`src/rtl/bitlut_fir.sv`:
```
module bitlut_fir #(
  parameter int NTAPS = 16,
  parameter int CW = 12,
  parameter int GSZ = 6,
  parameter logic [NTAPS*CW-1:0] COEFS = {NTAPS{CW'(1)}},
  localparam int OW = CW + $clog2(NTAPS + 1)
) (
  input  logic                 clk,
  input  logic                 rst,
  input  logic                 din_vld,
  input  logic                 din,
  output logic                 dout_vld,
  output logic signed [OW-1:0] dout
);
  localparam int NG = (NTAPS + GSZ - 1) / GSZ;
  localparam int CNTW = $clog2(NTAPS + 1);

  function automatic logic signed [OW-1:0] entry(int base, int sz, int a);
    logic signed [OW-1:0] acc;
    logic signed [CW-1:0] w;
    acc = '0;
    for (int j = 0; j < sz; j++) begin
      w = COEFS[(base+j)*CW +: CW];
      if (a[sz-1-j]) acc = acc + OW'(w);
      else           acc = acc - OW'(w);
    end
    return acc;
  endfunction

  logic [NTAPS-1:0]     win;
  logic [CNTW-1:0]      cnt;
  logic                 s0, s1;
  logic signed [OW-1:0] look [NG];
  logic signed [OW-1:0] lut_q [NG];
  logic signed [OW-1:0] total;

  for (genvar g = 0; g < NG; g++) begin : grp
    localparam int BASE = g * GSZ;
    localparam int SZ = (NTAPS - BASE < GSZ) ? NTAPS - BASE : GSZ;
    logic [SZ-1:0]        addr;
    logic signed [OW-1:0] rom [2**SZ];
    for (genvar j = 0; j < SZ; j++) begin : abit
      assign addr[SZ-1-j] = win[BASE+j];
    end
    for (genvar a = 0; a < 2**SZ; a++) begin : row
      assign rom[a] = entry(BASE, SZ, a);
    end
    assign look[g] = rom[addr];
  end

  always_comb begin
    total = '0;
    for (int g = 0; g < NG; g++) total = total + lut_q[g];
  end

  always_ff @(posedge clk) begin
    if (rst) begin
      win      <= '0;
      cnt      <= '0;
      s0       <= 1'b0;
      s1       <= 1'b0;
      dout_vld <= 1'b0;
      dout     <= '0;
      for (int g = 0; g < NG; g++) lut_q[g] <= '0;
    end else begin
      s0 <= din_vld && (cnt >= CNTW'(NTAPS - 1));
      if (din_vld) begin
        win <= (win << 1) | NTAPS'(din);
        if (cnt != CNTW'(NTAPS)) cnt <= cnt + 1'b1;
      end
      s1       <= s0;
      dout_vld <= s1;
      for (int g = 0; g < NG; g++) lut_q[g] <= look[g];
      dout     <= total;
    end
  end
endmodule


```
`config.mk`:
```
export PLATFORM = sky130hd
export DESIGN_NAME = bitlut_fir
export DESIGN_NICKNAME = d
export VERILOG_FILES = /design/src/rtl/bitlut_fir.sv
export SDC_FILE = /design/constraint.sdc
export NUM_CORES = 1
export LEC_CHECK = 0
export ABC_CLOCK_PERIOD_IN_PS = 7500
export BUFFER_PORTS_ARGS = -buffer_cell sky130_fd_sc_hd__buf_2
export CORE_AREA = 2 2 62 69
export CTS_BUF_LIST = sky130_fd_sc_hd__clkbuf_4 sky130_fd_sc_hd__clkbuf_8 sky130_fd_sc_hd__clkbuf_16
export CTS_CLUSTER_SIZE = 16
export DETAILED_ROUTE_END_ITERATION = 10
export DIE_AREA = 0 0 64 71
export PLACE_DENSITY_LB_ADDON = 0.08
export SETUP_SLACK_MARGIN = 0.15
export SYNTH_ARGS = -nofsm -noshare
export SYNTH_HDL_FRONTEND = slang
export SYNTH_SLANG_ARGS = --single-unit
```
`constraint.sdc`:
```
create_clock -name clk -period 7.5 [get_ports clk]
set_input_delay 1.5 -clock clk [delete_from_list [all_inputs] [get_ports clk]]
set_output_delay 1.5 -clock clk [all_outputs]
set_load 0.02 [all_outputs]
```
Word level (Yosys, flattened, before mapping)
Memory sizes are Yosys's and may differ from the RTL's.
Cells that the tools add are included.
{"block": "word_totals", "in_bits": 4, "output_inout_bits": 18, "mem_bits_rw": 51, "reg_bits": 41, "wordCells": 39, "mem_bits_ro": 2448, "mem_count": 4}
{"block": "op_classes", "n_reduce_logical": 2, "addsub": 3, "n_mux": 12, "eq_ne": 1, "bitwise_logic": 7, "magnitude_cmp": 4}
{"name": "(name not given)", "depth": 64, "width": 17, "read_ports": 1, "rd_ports_with_merged_regs": 0, "write_ports": 0, "line": "48", "source": "assign look[g] = rom[addr];"}
{"name": "(name not given)", "depth": 64, "width": 17, "read_ports": 1, "rd_ports_with_merged_regs": 0, "write_ports": 0, "line": "48"}
{"name": "(name not given)", "depth": 16, "width": 17, "read_ports": 1, "rd_ports_with_merged_regs": 0, "write_ports": 0, "line": "48"}
{"name": "lut_q", "depth": 3, "width": 17, "read_ports": 3, "rd_ports_with_merged_regs": 0, "write_ports": 3, "line": "34", "source": "logic signed [OW-1:0] lut_q [NG];"}
{"cell": "17-bit two-way mux", "n": 9}
{"cell": "17-bit adder", "n": 2}
{"cell": "16-bit by 1-bit OR with 16-bit output", "n": 1}
{"cell": "7-bit greater-or-equal comparator, second input constant", "n": 2}
{"cell": "6-bit inverter with 7-bit output", "n": 2}
{"cell": "5-bit by 1-bit adder with 5-bit output, second input constant", "n": 1}
{"cell": "5-bit by 4-bit greater-or-equal comparator with 1-bit output, second input constant", "n": 1}
{"cell": "5-bit greater-or-equal comparator, second input constant", "n": 1}
{"cell": "5-bit != test, second input constant", "n": 1}
{"cell": "4-bit inverter with 5-bit output", "n": 1}
{"cell": "1-bit two-way mux", "n": 3}
{"cell": "1-bit OR", "n": 3}
{"cell": "2-bit AND reduction", "n": 1}
{"cell": "1-bit logical AND", "n": 1}

Logic depth before layout (Yosys ltp)
{"block": "logic_depth", "ltp_word": 5, "ltp_mapped": 8, "mapped_depth_nobuf": 8}

Least setup slack after synthesis
OpenSTA, ideal clock, no wires.
{"block": "synth_timing", "kind": "reg-to-reg", "startpoint": "mem lut_q[0][2] in the netlist's numbering", "endpoint": "reg dout[12]", "arrival_ns": 2.322, "required_time_ns": 7.372, "slack_ns": 5.050, "period_less_slack_ns": 2.450, "setup_ns": 0.128, "stages_incl_launch_ff": 7, "path_buffers": 0, "path_cell_list": "dfxtp_1 -> fa_1 -> ha_1 -> fa_1 -> fa_1 -> fa_1 -> nor2b_1"}
{"item": "from (decl)", "line": "34"}
{"item": "to (signal assigned)", "line": "74", "source": "dout <= total;"}
{"item": "to (decl)", "line": "13", "source": "output logic signed [OW-1:0] dout"}

==> qor.csv <==
stage,metric,value,unit
clock_tree,hold buffer count at cts,0,
timing,final setup fails,0,
timing,fmax,388,MHz
clock_tree,clk buf depth,2,
synthesis,sequential share of the synthesized area,37.6,%
floorplanning,Initial Utilization,60.5,%
detailed_routing,total wire length,3530,µm
global_route,vias in the first global route,1434,
global_route,grt total ovfl,0,
worst_setup_path,startpoint types,register,
cells_and_area,P&R area growth vs syn,7.15,%
synthesis,Syn Inst Count,246,
placed_design,DP Area,2400,µm²
cells_and_area,fill count,324,
detailed_routing,DRT iter0 DRCs,59,
clock_tree,H-tree depth,2,
timing,RSZ-0062 raised after global routing,no,
detailed_routing,DRC,0,
cells_and_area,Register Area,881,µm²
worst_setup_path,critical path peak fanout,2,
worst_setup_path,Critical Path AT,2730,ps
power,overall power,0.515,mW
timing,setup TNS,0,ps
timing,Final period util,34.3,%
synthesis,cell area after synthesis,2340,µm²
synthesis,complex-gate fraction of the synthesized area,9.08,%
clock_tree,Worst-path clk slew,80,ps
detailed_routing,Wirelength per Cell,11.6,µm
synthesis,Ys Warns,0,
detailed_routing,Pre-antenna DRT Iters,4,
timing,Hold Slack,453,ps
global_route,initial antenna violation count,0,
synthesis,adder-cell share of the synthesized area,16.8,%
cells_and_area,"leading cell type in the layout, fill and taps excluded",dfxtp_1,
synthesis,"share of synthesized cell area in and, or, nand and nor gates",13.8,%
job,max-cap viol count,0,
detailed_routing,DRT antenna net count,0,
min_path,Hold WC Path Type,reg -> reg,
clock_tree,CTS buffer count,5,
timing,Final min period,2570,ps
clock_tree,root buf cell,clkbuf_8,
clock_tree,CTS tree,yes,
timing,final hold violation count,0,
clock_tree,post-CTS setup buffers,0,
worst_setup_path,Slowest cell on crit path,fa_1,
detailed_routing,via count,1568,
timing,Final Skew,4.13,ps
floorplanning,IO Count,22,
synthesis,post-synthesis cell type count,40,
worst_setup_path,worst setup path class,reg -> reg,
worst_setup_path,crit-path cells,fa_1 > ha_1 > fa_1 > fa_1 > fa_1 > nor2b_1,
cells_and_area,layout cell share with drive strength beyond 1,11.9,%
worst_setup_path,CP Capture Type,register,
synthesis,mux cell area share after synthesis,10.7,%
floorplanning,row cnt,24,
clock_tree,CTS Sinks,44,
global_route,largest net degree at the start of global routing,46,
timing,Final Max Slew Viols,0,
cells_and_area,area of the multi-input gates,1290,µm²
placed_design,pre-CTS setup slack,4790,ps
cells_and_area,"commonest cells after routing, fill and taps aside","dfxtp_1 (44), nor2_1 (37), mux2i_1 (24)",
placed_design,Placer Congestion,0.790,
power,Static Leak,1.17,nW
status,status,completed,
timing,fin worst setup slack,4930,ps
power,peak supply drop,0.112,mV
cells_and_area,# diodes,0,
worst_setup_path,Slowest Stage Delay on Critical Path,490,ps
worst_setup_path,"Data required, critical path",7650,ps
synthesis,main combinational cell family by area after synthesis,adder cells,
synthesis,ys flop type,dfxtp_1,
clock_tree,Resized cells post-CTS,0,
synthesis,Yosys reg bits,44,
detailed_routing,Vias/cell,5.14,
clock_tree,Worst-Skew Late Latency,290,ps
floorplanning,die area,4540,µm²
synthesis,Post-synth EDFFs,0,
synthesis,async set-reset flop share out of synthesis,0,%
floorplanning,Die Span Y,71,µm
synthesis,Post-Syn Nets,276,
power,Power Dens Cells,205,nW/µm²
synthesis,Syn Area/Cell,9.53,µm²
floorplanning,placeable core area,3870,µm²
placed_design,I/O Buffers,20,
floorplanning,die width,64,µm
cells_and_area,fin area,2510,µm²
timing,Worst Tran Pin Value,758,ps
cells_and_area,Final Net Count,282,
synthesis,post-synthesis xor/xnor area fraction,4.48,%
timing,relative slew slack,49.5,%
global_route,gr usage total,17.7,%
global_route,global-route wire length before repair,6340,µm
worst_setup_path,CP most frequent cell,fa_1,
placed_design,DP HPWL,2470,µm
-- state kept, by name, indices dropped and copies added, names as in the netlist --
signal    cells
win          16
dout         11
lut_q         9
cnt           5
dout_vld      1
s0            1
s1            1
-- kinds of logic (layout without fill, tap and decap cells) --
kind of cell	Yosys count	in the layout
multiplexers	25	25
AO/OA/AOI/OAI	32	32
AND/OR/NAND/NOR	68	68
other	1	1
flip-flops	44	44
buffers and inverters	38	45
XOR/XNOR	12	12
adder cells (fa/ha/maj)	26	26
-- final cells by class --
type	instances	area share [%]
multi-input combinational	164	51.4
sequential	44	35.1
tap	52	2.59
timing repair buffer	20	3.99
clock buffer	6	3.04
inverter	17	2.54
clock inverter	2	1.40
-- worst max-delay path: cells and delay by family (launching register included) --
kind,cells,cell delay [ps]
flip-flops,1,340
adder cells (fa/ha/maj),5,1970
AND/OR/NAND/NOR,1,130
-- cell usage after synthesis (2+ instances only) --
cell,instances,area [µm²]
nand3_1,2,10.0
fa_1,9,180
xor2_1,5,43.8
a21oi_1,10,50.1
nor2_1,37,139
nand4_1,2,12.5
xnor2_1,7,61.3
nand2_1,7,26.3
a21o_1,3,22.5
inv_1,17,63.8
clkbuf_1,9,33.8
ha_1,17,213
mux2i_1,24,240
a31oi_1,3,18.8
o21ai_0,5,25.0
o21a_1,2,15.0
nor3_1,2,10.0
buf_4,6,45.0
nor2b_1,10,62.6
dfxtp_1,44,881
buf_2,6,30.0
-- per-layer routing --
| layer | vias up | part of all wire (%) | track usage, % |
|---|---|---|---|
| met2 | 26 | 48 | 28.9 |
| met5 | - | 0 | 0 |
| li1 | 827 | - | - |
| met3 | 4 | 3.6 | 5.41 |
| met4 | 0 | 1.3 | 6.76 |
| met1 | 711 | 47 | 21.8 |
-- where the power goes --
| group | internal [mW] | switching (mW) | total (mW) |
|---|---|---|---|
| Combinational | 0.0332 | 0.0497 | 0.0829 |
| Sequential | 0.248 | 0.00742 | 0.256 |
| Clock | 0.102 | 0.0739 | 0.176 |
| Total | 0.384 | 0.131 | 0.515 |
-- path summary, 6_finish.rpt --
check / startpoint / cells after the start / end / slack [ps]
max: lut_q[0][2] / 6 / dout[12] / 4930
min: s1 / 1 / dout_vld / 450
max reg2reg: lut_q[0][2] / 6 / dout[12] / 4930
min reg2reg: s1 / 1 / dout_vld / 450
-- through the flow --
| step | instances | util (%) |
|---|---|---|
| final | 305 | 64.8 |
| after global routing | 305 | 64.8 |
| after CTS | 305 | 64.8 |
| after detailed placement | 297 | 62.0 |
| after global placement | 297 | 62.0 |
| after floorplan | 246 | - |
Note: power is estimated with default switching activity, not from simulation.
